## src/rtl/wo_issue_pkg.sv

```systemverilog
package wo_issue_pkg;

  typedef enum logic {
    CLS_DATA = 1'b0,
    CLS_SYNC = 1'b1
  } req_class_e;

  typedef enum logic {
    TAG_WRITE = 1'b0,
    TAG_READ  = 1'b1
  } tag_kind_e;

endpackage

```

## src/rtl/wo_write_buf.sv

```systemverilog
module wo_write_buf #(
  parameter int N   = 4,
  parameter int AW  = 16,
  parameter int DW  = 16,
  parameter int CW  = 3,
  parameter int IXW = 2,
  parameter int DCW = 3
) (
  input  logic           clk,
  input  logic           rst_n,
  input  logic           alloc_en,
  input  logic [AW-1:0]  alloc_addr,
  input  logic [DW-1:0]  alloc_data,
  input  logic [CW-1:0]  alloc_need,
  input  logic           alloc_sync,
  output logic           full,
  input  logic [AW-1:0]  lkp_addr,
  output logic           hit,
  output logic [DW-1:0]  hit_data,
  output logic           iss_valid,
  output logic [IXW-1:0] iss_idx,
  output logic [AW-1:0]  iss_addr,
  output logic [DW-1:0]  iss_data,
  output logic           iss_sync,
  input  logic           iss_take,
  input  logic           ack_valid,
  input  logic [IXW-1:0] ack_idx,
  output logic [DCW-1:0] done_cnt
);

  logic [N-1:0]  vld, iss, syn;
  logic [AW-1:0] addr_q [N];
  logic [DW-1:0] data_q [N];
  logic [CW-1:0] need_q [N];
  logic [CW-1:0] got_q  [N];
  logic [N-1:0]  older  [N];   // older[i][j] set: entry i was written before entry j

  logic [N-1:0]   done_v, match_v, young_v, blk_v, elig_v, pick_v;
  logic [IXW-1:0] free_idx;

  function automatic logic ack_done(input logic [CW-1:0] got, input logic [CW-1:0] need);
    return got == need;
  endfunction

  always_comb begin
    free_idx  = '0;
    done_cnt  = '0;
    hit_data  = '0;
    iss_idx   = '0;
    iss_addr  = '0;
    iss_data  = '0;
    iss_sync  = 1'b0;
    for (int i = N - 1; i >= 0; i--) begin
      if (!vld[i]) free_idx = IXW'(i);
    end
    for (int i = 0; i < N; i++) begin
      done_v[i]  = vld[i] && iss[i] && ack_done(got_q[i], need_q[i]);
      match_v[i] = vld[i] && (addr_q[i] == lkp_addr);
      blk_v[i]   = 1'b0;
      for (int j = 0; j < N; j++) begin
        if (vld[j] && older[j][i] && (addr_q[j] == addr_q[i])) blk_v[i] = 1'b1;
      end
    end
    for (int i = 0; i < N; i++) begin
      young_v[i] = match_v[i] && ((match_v & older[i]) == '0);
      elig_v[i]  = vld[i] && !iss[i] && !blk_v[i];
    end
    for (int i = 0; i < N; i++) begin
      pick_v[i] = elig_v[i];
      for (int j = 0; j < N; j++) begin
        if (elig_v[j] && older[j][i]) pick_v[i] = 1'b0;
      end
    end
    for (int i = 0; i < N; i++) begin
      done_cnt = done_cnt + DCW'(done_v[i]);
      if (young_v[i]) hit_data = data_q[i];
      if (pick_v[i]) begin
        iss_idx  = IXW'(i);
        iss_addr = addr_q[i];
        iss_data = data_q[i];
        iss_sync = syn[i];
      end
    end
  end

  assign full      = &vld;
  assign hit       = |match_v;
  assign iss_valid = |pick_v;

  always_ff @(posedge clk) begin
    if (!rst_n) begin
      vld <= '0;
      iss <= '0;
      syn <= '0;
      for (int i = 0; i < N; i++) begin
        addr_q[i] <= '0;
        data_q[i] <= '0;
        need_q[i] <= '0;
        got_q[i]  <= '0;
        older[i]  <= '0;
      end
    end else begin
      for (int i = 0; i < N; i++) begin
        if (alloc_en && (free_idx == IXW'(i))) begin
          vld[i]    <= 1'b1;
          iss[i]    <= 1'b0;
          syn[i]    <= alloc_sync;
          addr_q[i] <= alloc_addr;
          data_q[i] <= alloc_data;
          need_q[i] <= alloc_need;
          got_q[i]  <= '0;
          older[i]  <= '0;
        end else if (done_v[i]) begin
          vld[i] <= 1'b0;
          iss[i] <= 1'b0;
        end else begin
          if (iss_take && (iss_idx == IXW'(i))) iss[i] <= 1'b1;
          if (ack_valid && (ack_idx == IXW'(i)) && vld[i] && !ack_done(got_q[i], need_q[i]))
            got_q[i] <= got_q[i] + CW'(1);
        end
        if (alloc_en && (free_idx != IXW'(i))) older[i][free_idx] <= vld[i];
      end
    end
  end

  for (genvar gi = 0; gi < N; gi++) begin : g_chk
    assert_free_after_acks_R4: assert property (@(posedge clk) disable iff (!rst_n)
      $fell(vld[gi]) |-> $past(iss[gi] && (got_q[gi] == need_q[gi])));
    for (genvar gj = 0; gj < N; gj++) begin : g_pair
      if (gi != gj) begin : g_ne
        assert_same_addr_order_R8: assert property (@(posedge clk) disable iff (!rst_n)
          (vld[gi] && vld[gj] && older[gj][gi] && (addr_q[gi] == addr_q[gj]))
            |-> !(iss[gi] && !iss[gj]));
      end
    end
  end

endmodule

```

## src/rtl/wo_read_slots.sv

```systemverilog
module wo_read_slots #(
  parameter int NRD = 4,
  parameter int IDW = 4,
  parameter int IXW = 2
) (
  input  logic           clk,
  input  logic           rst_n,
  input  logic           alloc_en,
  input  logic [IDW-1:0] alloc_id,
  output logic           full,
  output logic [IXW-1:0] free_idx,
  input  logic           rsp_valid,
  input  logic [IXW-1:0] rsp_idx,
  output logic [IDW-1:0] rsp_id
);

  logic [NRD-1:0] vld;
  logic [IDW-1:0] id_q [NRD];

  always_comb begin
    free_idx = '0;
    for (int i = NRD - 1; i >= 0; i--) begin
      if (!vld[i]) free_idx = IXW'(i);
    end
  end

  assign full   = &vld;
  assign rsp_id = id_q[rsp_idx];

  always_ff @(posedge clk) begin
    if (!rst_n) begin
      vld <= '0;
      for (int i = 0; i < NRD; i++) id_q[i] <= '0;
    end else begin
      for (int i = 0; i < NRD; i++) begin
        if (alloc_en && (free_idx == IXW'(i))) begin
          vld[i]  <= 1'b1;
          id_q[i] <= alloc_id;
        end else if (rsp_valid && (rsp_idx == IXW'(i))) begin
          vld[i] <= 1'b0;
        end
      end
    end
  end

  assert_rsp_live_R11: assert property (@(posedge clk) disable iff (!rst_n)
    rsp_valid |-> vld[rsp_idx]);

  assert_alloc_room_R10: assert property (@(posedge clk) disable iff (!rst_n)
    alloc_en |-> !full);

endmodule

```

## src/rtl/wo_outstanding_gate.sv

```systemverilog
module wo_outstanding_gate #(
  parameter int OCNT = 8,
  parameter int OCW  = 4
) (
  input  logic           clk,
  input  logic           rst_n,
  input  logic           inc,
  input  logic [OCW-1:0] dec_w,
  input  logic           dec_r,
  input  logic           sync_acc,
  output logic [OCW-1:0] cnt,
  output logic           idle,
  output logic           at_limit,
  output logic           sync_busy
);

  function automatic logic [OCW-1:0] cnt_next(input logic [OCW-1:0] c, input logic up,
                                              input logic [OCW-1:0] dw, input logic dr);
    return c + OCW'(up) - dw - OCW'(dr);
  endfunction

  logic [OCW:0] take_sum, have_sum;

  assign idle     = (cnt == '0);
  assign at_limit = (cnt == OCW'(OCNT));
  assign take_sum = {1'b0, dec_w} + (OCW+1)'(dec_r);
  assign have_sum = {1'b0, cnt} + (OCW+1)'(inc);

  always_ff @(posedge clk) begin
    if (!rst_n) begin
      cnt       <= '0;
      sync_busy <= 1'b0;
    end else begin
      cnt <= cnt_next(cnt, inc, dec_w, dec_r);
      if (sync_acc)  sync_busy <= 1'b1;
      else if (idle) sync_busy <= 1'b0;
    end
  end

  assert_no_overflow_R10: assert property (@(posedge clk) disable iff (!rst_n)
    cnt <= OCW'(OCNT));

  assert_no_underflow_R4: assert property (@(posedge clk) disable iff (!rst_n)
    take_sum <= have_sum);

  assert_sync_gate_R2: assert property (@(posedge clk) disable iff (!rst_n)
    sync_acc |-> idle);

endmodule

```

## src/rtl/wo_issue_ctrl.sv

```systemverilog
module wo_issue_ctrl #(
  parameter int AW  = 16,
  parameter int DW  = 16,
  parameter int CW  = 3,
  parameter int IDW = 4,
  parameter int NWB = 4,
  parameter int NRD = 4,
  localparam int IXW  = $clog2((NWB > NRD) ? NWB : NRD),
  localparam int TW   = IXW + 1,
  localparam int OCNT = NWB + NRD,
  localparam int OCW  = $clog2(OCNT + 1),
  localparam int DCW  = $clog2(NWB + 1)
) (
  input  logic           clk,
  input  logic           rst_n,
  input  logic           req_valid,
  output logic           req_ready,
  input  logic           req_write,
  input  logic           req_sync,
  input  logic [AW-1:0]  req_addr,
  input  logic [DW-1:0]  req_wdata,
  input  logic [CW-1:0]  req_acks,
  input  logic [IDW-1:0] req_id,
  output logic           cpu_rsp_valid,
  output logic           cpu_rsp_fwd,
  output logic [IDW-1:0] cpu_rsp_id,
  output logic [DW-1:0]  cpu_rsp_data,
  output logic           mem_req_valid,
  input  logic           mem_req_ready,
  output logic           mem_req_write,
  output logic           mem_req_sync,
  output logic [AW-1:0]  mem_req_addr,
  output logic [DW-1:0]  mem_req_wdata,
  output logic [TW-1:0]  mem_req_tag,
  input  logic           mem_rsp_valid,
  input  logic [IXW-1:0] mem_rsp_tag,
  input  logic [DW-1:0]  mem_rsp_data,
  input  logic           mem_ack_valid,
  input  logic [IXW-1:0] mem_ack_tag
);

  import wo_issue_pkg::*;

  logic           wb_full, wb_hit, wb_iss_valid, wb_iss_sync, wb_iss_take;
  logic [DW-1:0]  wb_hit_data, wb_iss_data;
  logic [AW-1:0]  wb_iss_addr;
  logic [IXW-1:0] wb_iss_idx;
  logic [DCW-1:0] wb_done_cnt;
  logic           rd_full;
  logic [IXW-1:0] rd_free_idx;
  logic [IDW-1:0] rd_rsp_id;
  logic [OCW-1:0] out_cnt;
  logic           gate_idle, gate_limit, sync_busy;

  // named events used by the assertions and the counter
  logic is_read, fwd_hit, rd_mem_ok, wr_ok, blocked;
  logic rd_want, acc, acc_wr, acc_rd_mem, acc_fwd, acc_sync;
  req_class_e req_cls;

  assign req_cls   = req_sync ? CLS_SYNC : CLS_DATA;
  assign is_read   = !req_write;
  assign fwd_hit   = is_read && wb_hit;
  assign rd_mem_ok = is_read && !wb_hit && !rd_full;
  assign wr_ok     = req_write && !wb_full;
  assign blocked   = sync_busy || gate_limit || ((req_cls == CLS_SYNC) && !gate_idle);

  assign rd_want   = req_valid && !blocked && rd_mem_ok;
  assign req_ready = !blocked && (wr_ok || (fwd_hit && !mem_rsp_valid) ||
                                  (rd_mem_ok && mem_req_ready));

  assign acc        = req_valid && req_ready;
  assign acc_wr     = acc && req_write;
  assign acc_rd_mem = acc && is_read && !wb_hit;
  assign acc_fwd    = acc && fwd_hit;
  assign acc_sync   = acc && (req_cls == CLS_SYNC);

  // reads from the processor take the port; buffered writes fill the gaps
  assign wb_iss_take   = !rd_want && wb_iss_valid && mem_req_ready;
  assign mem_req_valid = rd_want || wb_iss_valid;
  assign mem_req_write = !rd_want;
  assign mem_req_sync  = rd_want ? req_sync : wb_iss_sync;
  assign mem_req_addr  = rd_want ? req_addr : wb_iss_addr;
  assign mem_req_wdata = rd_want ? '0 : wb_iss_data;
  assign mem_req_tag   = rd_want ? {TAG_READ, rd_free_idx} : {TAG_WRITE, wb_iss_idx};

  wo_write_buf #(
    .N(NWB), .AW(AW), .DW(DW), .CW(CW), .IXW(IXW), .DCW(DCW)
  ) wbuf_i (
    .clk        (clk),
    .rst_n      (rst_n),
    .alloc_en   (acc_wr),
    .alloc_addr (req_addr),
    .alloc_data (req_wdata),
    .alloc_need (req_acks),
    .alloc_sync (req_sync),
    .full       (wb_full),
    .lkp_addr   (req_addr),
    .hit        (wb_hit),
    .hit_data   (wb_hit_data),
    .iss_valid  (wb_iss_valid),
    .iss_idx    (wb_iss_idx),
    .iss_addr   (wb_iss_addr),
    .iss_data   (wb_iss_data),
    .iss_sync   (wb_iss_sync),
    .iss_take   (wb_iss_take),
    .ack_valid  (mem_ack_valid),
    .ack_idx    (mem_ack_tag),
    .done_cnt   (wb_done_cnt)
  );

  wo_read_slots #(
    .NRD(NRD), .IDW(IDW), .IXW(IXW)
  ) rslot_i (
    .clk       (clk),
    .rst_n     (rst_n),
    .alloc_en  (acc_rd_mem),
    .alloc_id  (req_id),
    .full      (rd_full),
    .free_idx  (rd_free_idx),
    .rsp_valid (mem_rsp_valid),
    .rsp_idx   (mem_rsp_tag),
    .rsp_id    (rd_rsp_id)
  );

  wo_outstanding_gate #(
    .OCNT(OCNT), .OCW(OCW)
  ) gate_i (
    .clk       (clk),
    .rst_n     (rst_n),
    .inc       (acc_wr || acc_rd_mem),
    .dec_w     (OCW'(wb_done_cnt)),
    .dec_r     (mem_rsp_valid),
    .sync_acc  (acc_sync),
    .cnt       (out_cnt),
    .idle      (gate_idle),
    .at_limit  (gate_limit),
    .sync_busy (sync_busy)
  );

  always_ff @(posedge clk) begin
    if (!rst_n) begin
      cpu_rsp_valid <= 1'b0;
      cpu_rsp_fwd   <= 1'b0;
      cpu_rsp_id    <= '0;
      cpu_rsp_data  <= '0;
    end else if (mem_rsp_valid) begin
      cpu_rsp_valid <= 1'b1;
      cpu_rsp_fwd   <= 1'b0;
      cpu_rsp_id    <= rd_rsp_id;
      cpu_rsp_data  <= mem_rsp_data;
    end else if (acc_fwd) begin
      cpu_rsp_valid <= 1'b1;
      cpu_rsp_fwd   <= 1'b1;
      cpu_rsp_id    <= req_id;
      cpu_rsp_data  <= wb_hit_data;
    end else begin
      cpu_rsp_valid <= 1'b0;
    end
  end

  assert_fwd_resp_R6: assert property (@(posedge clk) disable iff (!rst_n)
    acc_fwd |=> (cpu_rsp_valid && cpu_rsp_fwd));

  assert_fwd_no_mem_read_R6: assert property (@(posedge clk) disable iff (!rst_n)
    acc_fwd |-> !(mem_req_valid && !mem_req_write));

  assert_mem_resp_R11: assert property (@(posedge clk) disable iff (!rst_n)
    mem_rsp_valid |=> (cpu_rsp_valid && !cpu_rsp_fwd));

  assert_sync_alone_R3: assert property (@(posedge clk) disable iff (!rst_n)
    sync_busy |-> !acc);

  assert_count_bound_R10: assert property (@(posedge clk) disable iff (!rst_n)
    acc |-> (out_cnt < OCW'(OCNT)));

endmodule

```

## config.mk

```make
export PLATFORM = sky130hd
export DESIGN_NAME = wo_issue_ctrl
export DESIGN_NICKNAME = d
export VERILOG_FILES = /design/src/rtl/wo_issue_pkg.sv /design/src/rtl/wo_write_buf.sv /design/src/rtl/wo_read_slots.sv /design/src/rtl/wo_outstanding_gate.sv /design/src/rtl/wo_issue_ctrl.sv
export SDC_FILE = /design/constraint.sdc
export NUM_CORES = 1
export LEC_CHECK = 0
export ABC_AREA = 0
export BUFFER_PORTS_ARGS = -buffer_cell sky130_fd_sc_hd__buf_2
export CORE_ASPECT_RATIO = 1.4
export CORE_MARGIN = 3
export CORE_UTILIZATION = 50
export DETAILED_ROUTE_END_ITERATION = 10
export PLACE_DENSITY_LB_ADDON = 0.1
export SLEW_MARGIN = 20
export SYNTH_ARGS = -nofsm -noshare
export SYNTH_HDL_FRONTEND = slang
export SYNTH_SLANG_ARGS = --single-unit
```

## constraint.sdc

```tcl
create_clock -name clk -period 6.6 [get_ports clk]
set_clock_uncertainty 0.15 [all_clocks]
set_input_delay 1.32 -clock clk [delete_from_list [all_inputs] [get_ports clk]]
set_output_delay 1.32 -clock clk [all_outputs]
set_load 0.005 [all_outputs]
```

==> results by group <==
Finish
  • Non-filler cells in the finished layout: 1747
  • Util after Layout: 0.569
  • Fin area: 0.0150 mm2
  • Nets: 1448
  • Synth-to-Final Area Change: 10.5%
  • Layout cells sized above 1: 0.169
  • Commonest non-fill, non-tap cell in the layout: edfxtp_1
  • Commonest cells after routing, fill and taps aside: 184 x edfxtp_1, 157 x and2_1, 127 x buf_2

Worst setup path
  • Worst reg2reg endpoint: wbuf_i.data_q[2][0]
  • Stages on the worst setup path: 12
  • Worst Path Arrival: 4660 ps
  • CP max stage delay: 600 ps
  • Worst r2r src: wbuf_i.addr_q[0][10]
  • Crit. End Element: output port
  • Family with the most delay on the worst path: simple AND/OR/NAND/NOR gates
  • Crit-path slowest cell: nor4_1
  • CP Launch Type: flip-flop
  • CP Buf/Inv Count: 3
  • Crit-path max FO: 18
  • Critical path required time: 5130 ps
  • Reg2Reg Setup Slack: 2120 ps
  • Reg2Reg Depth: 10
  • Critical path class: flip-flop to output port
  • CP cell instances: xnor2_1 > nand4_1 > nor4_1 > a32oi_1 > and3_1 > or4b_1 > buf_4 > and3_1 > buf_4 > a221oi_2 > a21oi_1 > buf_2

CTS
  • Clock buffer count from CTS: 24
  • Clk buf depth: 3
  • Clk_lat worst skew: 540 ps
  • CTS tree: yes
  • CTS Hold Bufs: 0
  • Reg clk slew, reported paths: 60 ps
  • Post-CTS sizing: 0
  • Setup Fix Bufs, Post-CTS: 0
  • Clock Tree Root: clkbuf_16
  • CTS sink cnt: 227
  • H-tree depth: 1

Synth
  • Synth cell types: 68
  • Ranking of synthesized cells by area: edfxtp_1 41%, xnor2_1 7.8%, and2_1 7.2%
  • Syn Inst Count: 1338
  • Post-synth EDFFs: 184
  • Synthesized area per cell: 10.2 um2
  • Flops & latches, synth: 227
  • Area share of fa/ha/maj cells after synthesis: 0.0141
  • Primary FF master, synth: edfxtp_1
  • Synth Area in XOR/XNOR: 0.115
  • Post-synthesis sequential area ratio: 0.469
  • Complex-gate fraction of the synthesized area: 0.117
  • Simple-gate share of the synthesized area: 0.200
  • Synth async-reset ratio: 0
  • Cell type with the largest total area after synthesis: edfxtp_1
  • Largest family of logic cells by synthesized area: simple AND/OR/NAND/NOR gates
  • Post-Synthesis Cell Area: 0.0136 mm2
  • YS warnings: 0
  • Post-synthesis mux area share: 0.0213
  • Yosys top cell area share: 0.406

Worst hold path
  • Min-delay src: wbuf_i.syn[1]
  • Worst Hold End: wbuf_i.syn[1]
  • Worst hold path type: flip-flop to flip-flop
  • WHS Path Cells: 2

Timing
  • Pins over their slew limit: 0
  • Max Clock Freq: 0.163 GHz
  • RSZ-0062 raised after global routing: no
  • Period utilization: 0.928
  • Min Tclk post-route: 6130 ps
  • Final setup fails: 0
  • PnR worst setup slack: 474 ps
  • Hold Fails Final Rpt: 0
  • Worst hold margin: 319 ps
  • Slew HR: 0.335
  • Worst Tran Pin Value: 997 ps
  • Fin Setup TNS: 0 ps

Routing
  • Routed wire length per instance: 23.9 um
  • DR vias: 10300
  • Starting DRT DRC Count: 685
  • Vias/cell: 5.92
  • DRC Markers: 0
  • Total Wirelength: 41700 um
  • Initial DRT Pass Iterations: 7
  • Antenna viol nets, final: 0

Floorplanning
  • Cell Rows: 70
  • Die X: 145 um
  • Die area: 0.0293 mm2
  • Ports: 128
  • Die H: 201 um
  • Core ar.: 0.0265 mm2
  • Initial core utilization: 0.515

Pwr
  • Leak: 5.53 nW
  • Overall power: 3.77 mW
  • VDD IR max: 0.000199 V
  • P per Cell Area: 251 mW/mm2

Global route
  • All-layer global routing usage: 0.279
  • Largest net degree at the start of global routing: 39
  • First-pass GRT wire length: 63700 um
  • Vias in the first global route: 10800
  • Initial antenna violation count: 2
  • Grt total ovfl: 0

Place
  • PortBufs: 127
  • Placed Instances: 1702
  • Placed instance area: 0.0142 mm2
  • Post-DP HPWL: 28200 um
  • Post-Place Setup Slack: 827 ps
  • RD Place Congestion: 0.953

Status
  • Status: finished, final reports clean

Flow run
  • Max-Cap Viols: 0
[final cells by class]
cell class,count,area (um2)
Fill cell,2442,11400
Multi-Input combinational cell,931,6440
Sequential cell,227,6390
Timing Repair Buffer,155,858
Clock buffer,27,622
Tap cell,360,450
Clock inverter,17,175
Inverter,29,109
Antenna cell,1,2.50
[synthesized netlist by cell type (all sizes together), types with 9 or more instances]
library cell / instances
nand4: 27
xor2: 57
inv: 28
buf: 100
or3: 21
nor4: 25
a21oi: 60
clkbuf: 54
nor3: 17
o211ai: 17
ha: 9
dfxtp: 43
and2: 157
mux2i: 20
edfxtp: 184
o22ai: 16
a221oi: 18
nand3: 21
a311o: 16
nand2: 112
xnor2: 122
a32o: 20
a211oi: 21
nor2: 97
[sequential cells by signal, indices dropped and copies added (netlist names), 12 cells and up]
| signal | count |
|---|---|
| wbuf_i.addr_q | 64 |
| wbuf_i.need_q | 12 |
| wbuf_i.older | 16 |
| wbuf_i.data_q | 64 |
| cpu_rsp_data | 16 |
| wbuf_i.got_q | 12 |
| rslot_i.id_q | 16 |
[power by group]
part / internal [mW] / switching, mW
Combinational: 0.251 / 0.361
Clock: 0.798 / 0.585
Sequential: 1.66 / 0.116
[per-layer routing]
layer	up-vias	wire [um]	global-route usage
li1	4768	-	-
met1	5090	16400	0.339
met2	387	21300	0.496
met3	101	2180	0.0351
met4	2	1850	0.126
met5	-	12	0
[cells by family after synthesis]
| family | count (synthesis) |
|---|---|
| XOR/XNOR | 179 |
| other | 1 |
| multiplexers | 24 |
| adder cells (fa/ha/maj) | 13 |
| AO/OA/AOI/OAI | 198 |
| AND/OR/NAND/NOR | 513 |
| buffers and inverters | 183 |
| flip-flops | 227 |
[how the worst max path moves through the flow]
stage,from,endpoint,slack [ps]
3_3_place_gp,req_addr[8],mem_req_wdata[0],850
4_1_cts,wbuf_i.addr_q[1][0],mem_req_addr[11],470
3_5_place_dp,req_addr[8],mem_req_wdata[0],830
6_report,wbuf_i.addr_q[1][0],mem_req_addr[11],470
2_1_floorplan,req_addr[12],mem_req_addr[10],1620
5_1_grt,wbuf_i.addr_q[1][0],mem_req_addr[11],280
[worst reg2reg max path: stages, from the launching register on]
cell	delay, ps
edfxtp_1	520
xor2_1	210
nor4_1	430
nand2_1	200
nor4_1	710
or4_1	380
mux2i_1	390
o2111ai_4	290
nor3_4	630
buf_12	260
and2_1	190
Note: power is estimated with default switching activity, not from simulation.
